--- src/rtl/tlb_pkg.sv ---
package tlb_pkg;
  localparam int ASID_W = 8;
  localparam int VA_W   = 32;
  localparam int VPN_W  = 20;
  localparam int SECT_W = 12;

  typedef struct packed {
    logic              vld;
    logic [ASID_W-1:0] asid;
    logic              sect;
    logic [VPN_W-1:0]  vbase;
    logic [VPN_W-1:0]  pbase;
    logic              pabs;
  } tlb_ent_t;

  typedef enum logic [1:0] {
    RES_MISS  = 2'b00,
    RES_HIT   = 2'b01,
    RES_MULTI = 2'b10,
    RES_FAULT = 2'b11
  } res_kind_e;

  typedef enum logic [1:0] {
    INV_PAIR = 2'b00,
    INV_ASID = 2'b01,
    INV_ADDR = 2'b10,
    INV_NONE = 2'b11
  } inv_kind_e;
endpackage

--- src/rtl/tlb_cmp.sv ---
module tlb_cmp
  import tlb_pkg::*;
(
  input  logic              vld_i,
  input  logic [ASID_W-1:0] asid_i,
  input  logic              sect_i,
  input  logic [VPN_W-1:0]  vbase_i,
  input  logic [ASID_W-1:0] lk_asid_i,
  input  logic [VPN_W-1:0]  lk_vpn_i,
  input  logic              inv_en_i,
  input  logic [1:0]        inv_kind_i,
  input  logic [ASID_W-1:0] inv_asid_i,
  input  logic [VPN_W-1:0]  inv_vpn_i,
  output logic              lk_hit_o,
  output logic              kill_o
);
  logic lk_cover, inv_cover;

  // section compares only the upper SECT_W bits
  assign lk_cover  = sect_i ? (lk_vpn_i[VPN_W-1 -: SECT_W] == vbase_i[VPN_W-1 -: SECT_W])
                            : (lk_vpn_i == vbase_i);
  assign inv_cover = sect_i ? (inv_vpn_i[VPN_W-1 -: SECT_W] == vbase_i[VPN_W-1 -: SECT_W])
                            : (inv_vpn_i == vbase_i);

  assign lk_hit_o = vld_i && (asid_i == lk_asid_i) && lk_cover;

  always_comb begin
    kill_o = 1'b0;
    if (inv_en_i && vld_i) begin
      unique case (inv_kind_i)
        INV_PAIR: kill_o = (asid_i == inv_asid_i) && inv_cover;
        INV_ASID: kill_o = (asid_i == inv_asid_i);
        INV_ADDR: kill_o = inv_cover;
        default:  kill_o = 1'b0;
      endcase
    end
  end
endmodule

--- src/rtl/tlb_victim.sv ---
module tlb_victim #(
  parameter int N  = 8,
  localparam int IW = $clog2(N)
) (
  input  logic          clk_i,
  input  logic          rst_ni,
  input  logic [N-1:0]  vld_i,
  input  logic          take_i,
  output logic [IW-1:0] slot_o
);
  logic [IW-1:0] rr_q, free_idx;
  logic          any_free;

  always_comb begin
    any_free = 1'b0;
    free_idx = '0;
    for (int i = N - 1; i >= 0; i--) begin
      if (!vld_i[i]) begin
        any_free = 1'b1;
        free_idx = IW'(i);
      end
    end
  end

  assign slot_o = any_free ? free_idx : rr_q;

  always_ff @(posedge clk_i or negedge rst_ni) begin
    if (!rst_ni)                  rr_q <= '0;
    else if (take_i && !any_free) rr_q <= (rr_q == IW'(N - 1)) ? '0 : rr_q + 1'b1;
  end
endmodule

--- src/rtl/tlb_outcome.sv ---
module tlb_outcome
  import tlb_pkg::*;
#(
  parameter int N  = 8,
  localparam int CW = $clog2(N + 1)
) (
  input  logic [N-1:0]     hit_i,
  input  logic             sect_i  [N],
  input  logic [VPN_W-1:0] pbase_i [N],
  input  logic             pabs_i  [N],
  input  logic [VA_W-1:0]  va_i,
  output logic [1:0]       kind_o,
  output logic [VA_W-1:0]  pa_o
);
  logic [CW-1:0]   cnt;
  logic [VA_W-1:0] pa_or;
  logic            abs_or;

  always_comb begin
    cnt    = '0;
    pa_or  = '0;
    abs_or = 1'b0;
    for (int i = 0; i < N; i++) begin
      cnt = cnt + CW'(hit_i[i]);
      if (hit_i[i]) begin
        abs_or = abs_or | pabs_i[i];
        pa_or  = pa_or | (sect_i[i]
                 ? {pbase_i[i][VPN_W-1 -: SECT_W], va_i[VA_W-SECT_W-1:0]}
                 : {pbase_i[i], va_i[VA_W-VPN_W-1:0]});
      end
    end
    kind_o = RES_MISS;
    pa_o   = '0;
    if (cnt > CW'(1))  kind_o = RES_MULTI;
    else if (cnt == CW'(1)) begin
      if (abs_or) kind_o = RES_FAULT;
      else begin
        kind_o = RES_HIT;
        pa_o   = pa_or;
      end
    end
  end
endmodule

--- src/rtl/tagged_tlb.sv ---
module tagged_tlb
  import tlb_pkg::*;
#(
  parameter int NUM_ENT = 8,
  localparam int IW = $clog2(NUM_ENT)
) (
  input  logic              clk_i,
  input  logic              rst_ni,
  input  logic              lk_valid_i,
  input  logic [ASID_W-1:0] lk_asid_i,
  input  logic [VA_W-1:0]   lk_va_i,
  input  logic              fill_valid_i,
  input  logic [ASID_W-1:0] fill_asid_i,
  input  logic              fill_sect_i,
  input  logic [VPN_W-1:0]  fill_vbase_i,
  input  logic [VPN_W-1:0]  fill_pbase_i,
  input  logic              fill_absent_i,
  input  logic              inv_valid_i,
  input  logic [1:0]        inv_kind_i,
  input  logic [ASID_W-1:0] inv_asid_i,
  input  logic [VPN_W-1:0]  inv_vpn_i,
  output logic              res_valid_o,
  output logic [1:0]        res_kind_o,
  output logic [VA_W-1:0]   res_pa_o
);
  tlb_ent_t         ent_q [NUM_ENT];
  logic [NUM_ENT-1:0] vld_vec, hit_vec, kill_vec;
  logic             e_sect  [NUM_ENT];
  logic [VPN_W-1:0] e_pbase [NUM_ENT];
  logic             e_pabs  [NUM_ENT];
  logic [IW-1:0]    slot;
  logic             inv_act, fill_go;
  logic [1:0]       kind_d;
  logic [VA_W-1:0]  pa_d;
  logic             res_valid_q;
  logic [1:0]       res_kind_q;
  logic [VA_W-1:0]  res_pa_q;

  // an effective invalidate blocks a same-cycle load
  assign inv_act = inv_valid_i && (inv_kind_i != INV_NONE);
  assign fill_go = fill_valid_i && !inv_act;

  for (genvar g = 0; g < NUM_ENT; g++) begin : g_ent
    assign vld_vec[g] = ent_q[g].vld;
    assign e_sect[g]  = ent_q[g].sect;
    assign e_pbase[g] = ent_q[g].pbase;
    assign e_pabs[g]  = ent_q[g].pabs;

    tlb_cmp u_cmp (
      .vld_i      (ent_q[g].vld),
      .asid_i     (ent_q[g].asid),
      .sect_i     (ent_q[g].sect),
      .vbase_i    (ent_q[g].vbase),
      .lk_asid_i  (lk_asid_i),
      .lk_vpn_i   (lk_va_i[VA_W-1 -: VPN_W]),
      .inv_en_i   (inv_act),
      .inv_kind_i (inv_kind_i),
      .inv_asid_i (inv_asid_i),
      .inv_vpn_i  (inv_vpn_i),
      .lk_hit_o   (hit_vec[g]),
      .kill_o     (kill_vec[g])
    );

    always_ff @(posedge clk_i or negedge rst_ni) begin
      if (!rst_ni) begin
        ent_q[g] <= '0;
      end else if (kill_vec[g]) begin
        ent_q[g].vld <= 1'b0;
      end else if (fill_go && (slot == IW'(g))) begin
        ent_q[g] <= '{vld: 1'b1, asid: fill_asid_i, sect: fill_sect_i,
                      vbase: fill_vbase_i, pbase: fill_pbase_i, pabs: fill_absent_i};
      end
    end
  end

  tlb_victim #(.N(NUM_ENT)) u_victim (
    .clk_i  (clk_i),
    .rst_ni (rst_ni),
    .vld_i  (vld_vec),
    .take_i (fill_go),
    .slot_o (slot)
  );

  tlb_outcome #(.N(NUM_ENT)) u_outcome (
    .hit_i   (hit_vec),
    .sect_i  (e_sect),
    .pbase_i (e_pbase),
    .pabs_i  (e_pabs),
    .va_i    (lk_va_i),
    .kind_o  (kind_d),
    .pa_o    (pa_d)
  );

  always_ff @(posedge clk_i or negedge rst_ni) begin
    if (!rst_ni) begin
      res_valid_q <= 1'b0;
      res_kind_q  <= RES_MISS;
      res_pa_q    <= '0;
    end else begin
      res_valid_q <= lk_valid_i;
      if (lk_valid_i) begin
        res_kind_q <= kind_d;
        res_pa_q   <= pa_d;
      end
    end
  end

  assign res_valid_o = res_valid_q;
  assign res_kind_o  = res_kind_q;
  assign res_pa_o    = res_pa_q;
endmodule

--- config.mk ---
export PLATFORM = sky130hd
export DESIGN_NAME = tagged_tlb
export DESIGN_NICKNAME = d
export VERILOG_FILES = /design/src/rtl/tlb_pkg.sv /design/src/rtl/tlb_cmp.sv /design/src/rtl/tlb_victim.sv /design/src/rtl/tlb_outcome.sv /design/src/rtl/tagged_tlb.sv
export SDC_FILE = /design/constraint.sdc
export NUM_CORES = 1
export LEC_CHECK = 0
export BUFFER_PORTS_ARGS = -buffer_cell sky130_fd_sc_hd__buf_2
export CAP_MARGIN = 20
export CORE_ASPECT_RATIO = 2
export CORE_MARGIN = 2
export CORE_UTILIZATION = 40
export CTS_CLUSTER_DIAMETER = 200
export DETAILED_ROUTE_END_ITERATION = 12
export PLACE_DENSITY = 0.64
export SLEW_MARGIN = 10
export SYNTH_ARGS = -nofsm -noshare
export SYNTH_HDL_FRONTEND = slang
export SYNTH_SLANG_ARGS = --single-unit
--- constraint.sdc ---
create_clock -name clk_i -period 4.8 [get_ports clk_i]
set_input_delay 0.72 -clock clk_i [delete_from_list [all_inputs] [get_ports clk_i]]
set_output_delay 0.72 -clock clk_i [all_outputs]
set_load 0.03 [all_outputs]
==> results.md, run 1 <==
- Tmin final: 4632 ps
- Ports: 160
- ANT nets after route: 0
- Yosys top cell area share: 47.21%
- Placed cells: 2867
- CP Class: flip-flop to flip-flop
- Core Area: 58800 µm²
- CP Launch Type: flip-flop
- Met3 Use GR: 3.692%
- Hold Crit Class: input pin to asynchronous set/reset pin
- CTS tree: done
- Global-route met1 utilization: 28.26%
- Cts hold-fix bufs: 0
- CTS clk-pin slew, worst paths: 60 ps
- Overflow after GRT: 0
- Site Rows: 126
- Synth Cell Area: 23640 µm²
- Pleak: 0.01267 µW
- Starting DRT DRC Count: 1160
- Slowest CP cell: fa_1
- Synth area leaders: dfrtp_1, mux2_2, xor2_1
- DP Area: 26310 µm²
- WP data arrival: 5140 ps
- Cts bufs inserted: 42
- Drt wl/cell: 29.27 µm
- Sw frac: 36.12%
- Pre-Repair DR Iteration Count: 5
- Largest net degree at the start of global routing: 120
- CTS Sinks: 446
- Initial core utilization: 40.20%
- Register area share after synthesis: 47.21%
- PD cells: 574.7 nW/µm²
- Clock Latency Late Sink: 590 ps
- Final instance area: 27870 µm²
- Share of layout cells above drive strength 1: 40.38%
- GPL Wtd Cong: 1.021
- Clock Skew: 31.56 ps
- Worst Path Max Fanout: 13
- Clock root buffer: clkbuf_16
- WL final: 86220 µm
- Yosys top cell by area: dfrtp_1
- Final Setup Violations: 0
- Pins Over Slew Limit: 0
- RSZ-0062 raised after global routing: false
- Worst reg2reg path depth: 16
- CP required: 5310 ps
- Logic pwr share: 35.4%
- Post-Syn Instances: 1903
- CP cell instances: xnor2_2 > buf_4 > nand4_1 > nor4_4 > and3_4 > ha_4 > inv_2 > fa_1 > fa_1 > fa_2 > fa_2 > inv_1 > nor4_4 > and2_4 > buf_6 > a22o_1
- Most frequent cell after synthesis: dfrtp_1
- Die width: 175.9 µm
- H-tree Lvls: 2
- Max_cap viols: 0
- Synth Register Bits: 446
- Switch Pwr: 5785 µW
- Hpwl dp: 63360 µm
- Hold slack: 255.9 ps
- Yosys cell types: 45
- Worst slack at placement: -798.8 ps
- Die area: 61180 µm²
- Final nets: 2279
- Power Total: 16020 µW
- Die Y: 347.8 µm
- Via count: 16749
- Max Fclk: 0.2159 GHz
- FF/Latch Area: 11160 µm²
- Post-synth EDFFs: 0
- Mapped Avg Cell Area: 12.42 µm²
- Synthesis Warnings: 0
- Filler Cell Count: 5393
- Area grow syn2layout: 17.89%
- Initial antenna violation count: 6
- CP Capture Type: flip-flop
- Syn_nets: 2037
- CP max stage delay: 560 ps
- Reg2reg end: res_pa_o[26]$_DFFE_PN0P_
- Global route hottest layer: met2
- Worst-margin pin slew: 1245 ps
- GRT Util Overall: 28.12%
- Fin. Hold Viols: 0
- Non-filler cells, final: 2946
- Internal: 10230 µW
- Slew headroom: 16.25%
- Status: finished clean
- Synth Flop Type: dfrtp_1
- GR Util met2: 51.50%
- Clock Power Share: 21.9%
- Max VDD drop: 0.2760 mV
- Worst R2R Start: ent_q[351]$_DFFE_PN0P_
- Vias in the first global route: 18141
- CTS Buffer Depth: 3
- Commonest cells post-synth: dfrtp_1, mux2_2, xor2_1, xnor2_1, nor4_1
- Global-route wire length before repair: 124000 µm
- DRC Markers: 0
- Sequential Power Share: 42.7%
- Multi-input logic area: 12010 µm²
- Final period util: 96.49%
- Asr flop ratio synth: 100.0%
- PnR worst setup slack: 168.3 ps
- Vias per inst: 5.685
- Setup slack, reg-to-reg: 170 ps
- I/O Buffers: 159
## sequential cells by signal (all words and copies together) (netlist names)
| signal | count |
|---|---|
| e_pabs | 8 |
| e_pbase | 160 |
| e_sect | 8 |
| ent_q | 232 |
| res_kind_o | 2 |
| res_pa_o | 32 |
| res_valid_o | 1 |
| u_victim.rr_q | 3 |
## layout by cell type, fill, tap and decap left out, drive strengths merged, types with 7 or more instances in the layout
cell type	n
nand3	18
nand4	56
a21oi	26
inv	17
buf	335
a22o	28
nand2	16
a32o	12
nor2	23
mux2	424
xnor2	180
mux2i	43
clkbuf	58
xor2	268
dfrtp	446
o22a	12
nor4	79
and3	9
a221oi	7
nor3	17
clkinv	13
a22oi	43
## cell families after synthesis
group | after synthesis | synth area share (%)
AOI/OAI and AO/OA | 157 | 5.250
buffers and inverters | 154 | 2.911
xor gates and xnor gates | 448 | 16.60
adders and majority gates | 9 | 0.6034
muxes | 467 | 22.02
and+or+nand+nor | 222 | 5.409
DFF | 446 | 47.21
## per-layer routing
layer  up-vias  wire, µm
met5         -        43
met4        10      8047
met3       295      3707
met2       588     45470
met1      8594     28950
li1       7262         -
## layout make-up
type	instances	share of cell area (%)
clock inverter	18	0.7722
sequential	446	40.05
clock buffer	58	4.346
antenna	1	0.008979
multi-input combinational	1303	43.08
timing repair buffer	335	8.049
tap	768	3.448
inverter	17	0.2424
## power by group through the flow
stage | sequential, µW | combinational [µW] | clock (µW)
2_1_floorplan | 6330 | 3690 | 0
3_3_place_gp | 6800 | 5460 | 0
3_5_place_dp | 6870 | 5570 | 0
4_1_cts | 6810 | 5630 | 3580
5_1_grt | 6980 | 5990 | 3710
6_report | 6840 | 5670 | 3510
## critical path, delay by kind of cell (launching register included)
family                     cells  cell delay, ps
AOI/OAI and AO/OA              1             150
buffers and inverters          4             450
adders and majority gates      5            2040
xor gates and xnor gates       1             170
and+or+nand+nor                5            1260
DFF                            1             460
## how the worst max path moves through the flow
| stage | slack, ps | startpoint | depth (start not counted) | end |
|---|---|---|---|---|
| 6_report | 170 | ent_q[351]$_DFFE_PN0P_ | 16 | res_pa_o[26]$_DFFE_PN0P_ |
| 2_1_floorplan | -190 | lk_va_i[12] | 20 | res_pa_o[11]$_DFFE_PN0P_ |
| 5_1_grt | 70 | ent_q[351]$_DFFE_PN0P_ | 16 | res_pa_o[30]$_DFFE_PN0P_ |
| 4_1_cts | 2 | ent_q[405]$_DFFE_PN0P_ | 16 | res_pa_o[9]$_DFFE_PN0P_ |
| 3_3_place_gp | -750 | lk_asid_i[7] | 17 | res_pa_o[9]$_DFFE_PN0P_ |
| 3_5_place_dp | -800 | lk_va_i[23] | 19 | res_pa_o[9]$_DFFE_PN0P_ |
## per-stage QoR
stage / TNS (ps) / util, %
final: 0 / 47.40
after global routing: 0 / 47.39
after CTS: 0 / 47.29
after detailed placement: -24390 / 44.74
after global placement: -23800 / 44.74
after floorplan: -5249 / -
## repair_timing
action,in CTS,in global routing
endpoints found under the setup margin,32,32
gates resized for setup,14,8
pin swaps,2,6
setup buffers,0,2
No activity file was read; power rests on OpenSTA's default activity.
==> run 2: changes to the inputs <==
CELL_PAD_IN_SITES_DETAIL_PLACEMENT = 1   (was not set)
CELL_PAD_IN_SITES_GLOBAL_PLACEMENT = 1   (was not set)
PLACE_DENSITY = 0.74   (was 0.64)
==> results.md, run 2 (synthesis gave the netlist of run 1 again) <==
- CP Class: flip-flop to flip-flop
- Area grow syn2layout: 19.22%
- Hpwl dp: 65380 µm
- Final nets: 2282
- Final Setup Violations: 31
- WP data arrival: 5480 ps
- Hold Crit Class: input pin to asynchronous set/reset pin
- CTS Buffer Depth: 3
- Worst R2R Start: ent_q[355]$_DFFE_PN0P_
- Most frequent cells in the layout: dfrtp_1, mux2_2, xor2_1
- H-tree Lvls: 2
- DRC Markers: 0
- Max Fclk: 0.2015 GHz
- CP required: 5320 ps
- Tmin final: 4963 ps
- Cts hold-fix bufs: 0
- Site Rows: 126
- ANT nets after route: 0
- Vias per inst: 5.813
- Top reg by flops: ent_q
- Ports: 160
- PD cells: 584.2 nW/µm²
- GPL Wtd Cong: 0.9965
- WL final: 90750 µm
- Core Area: 58800 µm²
- Clock Skew: 23.00 ps
- Largest register FFs: 232
- Global-route wire length before repair: 131600 µm
- Pleak: 0.01281 µW
- Die width: 175.9 µm
- Slowest CP cell: fa_1
- Die Y: 347.8 µm
- Worst-margin pin slew: 1074 ps
- Fin. Hold Viols: 0
- Power Total: 16470 µW
- Setup slack, reg-to-reg: -160 ps
- Cts bufs inserted: 44
- PnR worst setup slack: -162.8 ps
- Reg2reg end: res_pa_o[6]$_DFFE_PN0P_
- Worst Path Max Fanout: 8
- CTS Sinks: 446
- Failing checks: setup timing
- Starting DRT DRC Count: 836
- CP Capture Type: flip-flop
- Worst reg2reg path depth: 17
- Overflow after GRT: 0
- CP cell instances: xnor2_2 > nand4_1 > nor4_2 > buf_4 > and3_4 > ha_4 > inv_2 > fa_1 > fa_1 > fa_2 > fa_2 > nor3_2 > mux2i_2 > nor4_2 > and2_4 > clkbuf_16 > a32o_1
- Initial core utilization: 40.20%
- GRT Util Overall: 29.75%
- Drt wl/cell: 30.72 µm
- Largest net degree at the start of global routing: 101
- CTS tree: done
- Non-filler cells, final: 2954
- Vias in the first global route: 19373
- Max VDD drop: 0.3124 mV
- I/O Buffers: 159
- Clock root buffer: clkbuf_16
- Max_cap viols: 0
- CTS clk-pin slew, worst paths: 70 ps
- Pre-Repair DR Iteration Count: 7
- Worst slack at placement: -1116 ps
- Leading cell type in the layout, fill and taps excluded: dfrtp_1
- Status: complete, but fails checks
- Initial antenna violation count: 8
- Slew headroom: 28.16%
- Share of layout cells above drive strength 1: 41.18%
- Clock Latency Late Sink: 590 ps
- CP Launch Type: flip-flop
- Final period util: 103.4%
- RSZ-0062 raised after global routing: true
- Pins Over Slew Limit: 0
- Via count: 17171
- Placed cells: 2864
- Die area: 61180 µm²
- CP max stage delay: 510 ps
[run 2: changes by cell type in the layout (fill, tap and decap cells not counted), moves of 3 or more]
| cell | change |
|---|---|
| buf_4 | -4 |
| clkbuf_16 | +4 |
| clkbuf_8 | +5 |
| inv_6 | +3 |
| nor4_4 | +3 |
| xnor2_1 | -7 |
| xnor2_2 | +4 |
| xnor2_4 | +3 |
[run 2: what timing repair did]
| action | CTS | global route |
|---|---|---|
| gates cloned | 1 | 1 |
| setup buffers | 1 | 1 |
| gates resized for setup | 27 | 13 |
| pin swaps | 8 | 17 |
| setup endpoints to repair | 34 | 34 |
| endpoints found under the hold margin | 0 | 0 |
[run 2: stage by stage]
stage / hold slack, ps / setup TNS, ps / area [µm²] / utilization, %
5_1_grt: 206.5 / -5918 / 28180 / 47.93
4_1_cts: 213.0 / -495.5 / 28040 / 47.69
3_5_place_dp: 474.2 / -35680 / 26290 / 44.70
2_1_floorplan: 424.4 / -5249 / 23910 / -
6_report: 160.9 / -3839 / 28180 / 47.93
3_3_place_gp: 471.5 / -33130 / 26290 / 44.70
[run 2: worst max-delay path by stage]
stage	slack (ps)	cells after the start	end	startpoint
after detailed placement	-1120	18	res_pa_o[10]$_DFFE_PN0P_	lk_asid_i[5]
after CTS	-50	18	res_pa_o[10]$_DFFE_PN0P_	ent_q[393]$_DFFE_PN0P_
after floorplan	-190	20	res_pa_o[11]$_DFFE_PN0P_	lk_va_i[12]
after global routing	-230	16	res_pa_o[6]$_DFFE_PN0P_	ent_q[200]$_DFFE_PN0P_
after global placement	-1020	18	res_pa_o[0]$_DFFE_PN0P_	lk_asid_i[5]
final	-160	17	res_pa_o[6]$_DFFE_PN0P_	ent_q[355]$_DFFE_PN0P_
[run 2: final cells by class]
cell class	count	area (µm²)
tap	768	960.9
antenna	3	7.507
inverter	17	68.82
sequential	446	11170
fill	6144	30620
clock buffer	64	1348
timing repair buffer	336	2277
clock inverter	17	202.7
multi-input combinational	1303	12150
[run 2: routing by layer]
metal,share of wire (%),GRT usage [%],vias to the layer above
li1,-,-,7272
met1,33,28.70,9003
met2,53,53.96,549
met3,4.1,4.926,341
met4,10,25.89,6
met5,0.043,0,-
[run 2: where the power goes]
| part | switching, µW | leakage (µW) | internal (µW) |
|---|---|---|---|
| logic | 2880 | 0.00629 | 3010 |
| registers | 1520 | 0.00575 | 5280 |
| clock network | 1600 | 0.000773 | 2170 |
| total | 6000 | 0.0128 | 10500 |
[run 2: critical path, delay by kind of cell (launching register included)]
family | cells | cell delay (ps)
muxes | 1 | 120
AOI/OAI and AO/OA | 1 | 170
and+or+nand+nor | 6 | 1470
xor gates and xnor gates | 1 | 340
DFF | 1 | 410
buffers and inverters | 3 | 430
adders and majority gates | 5 | 1940
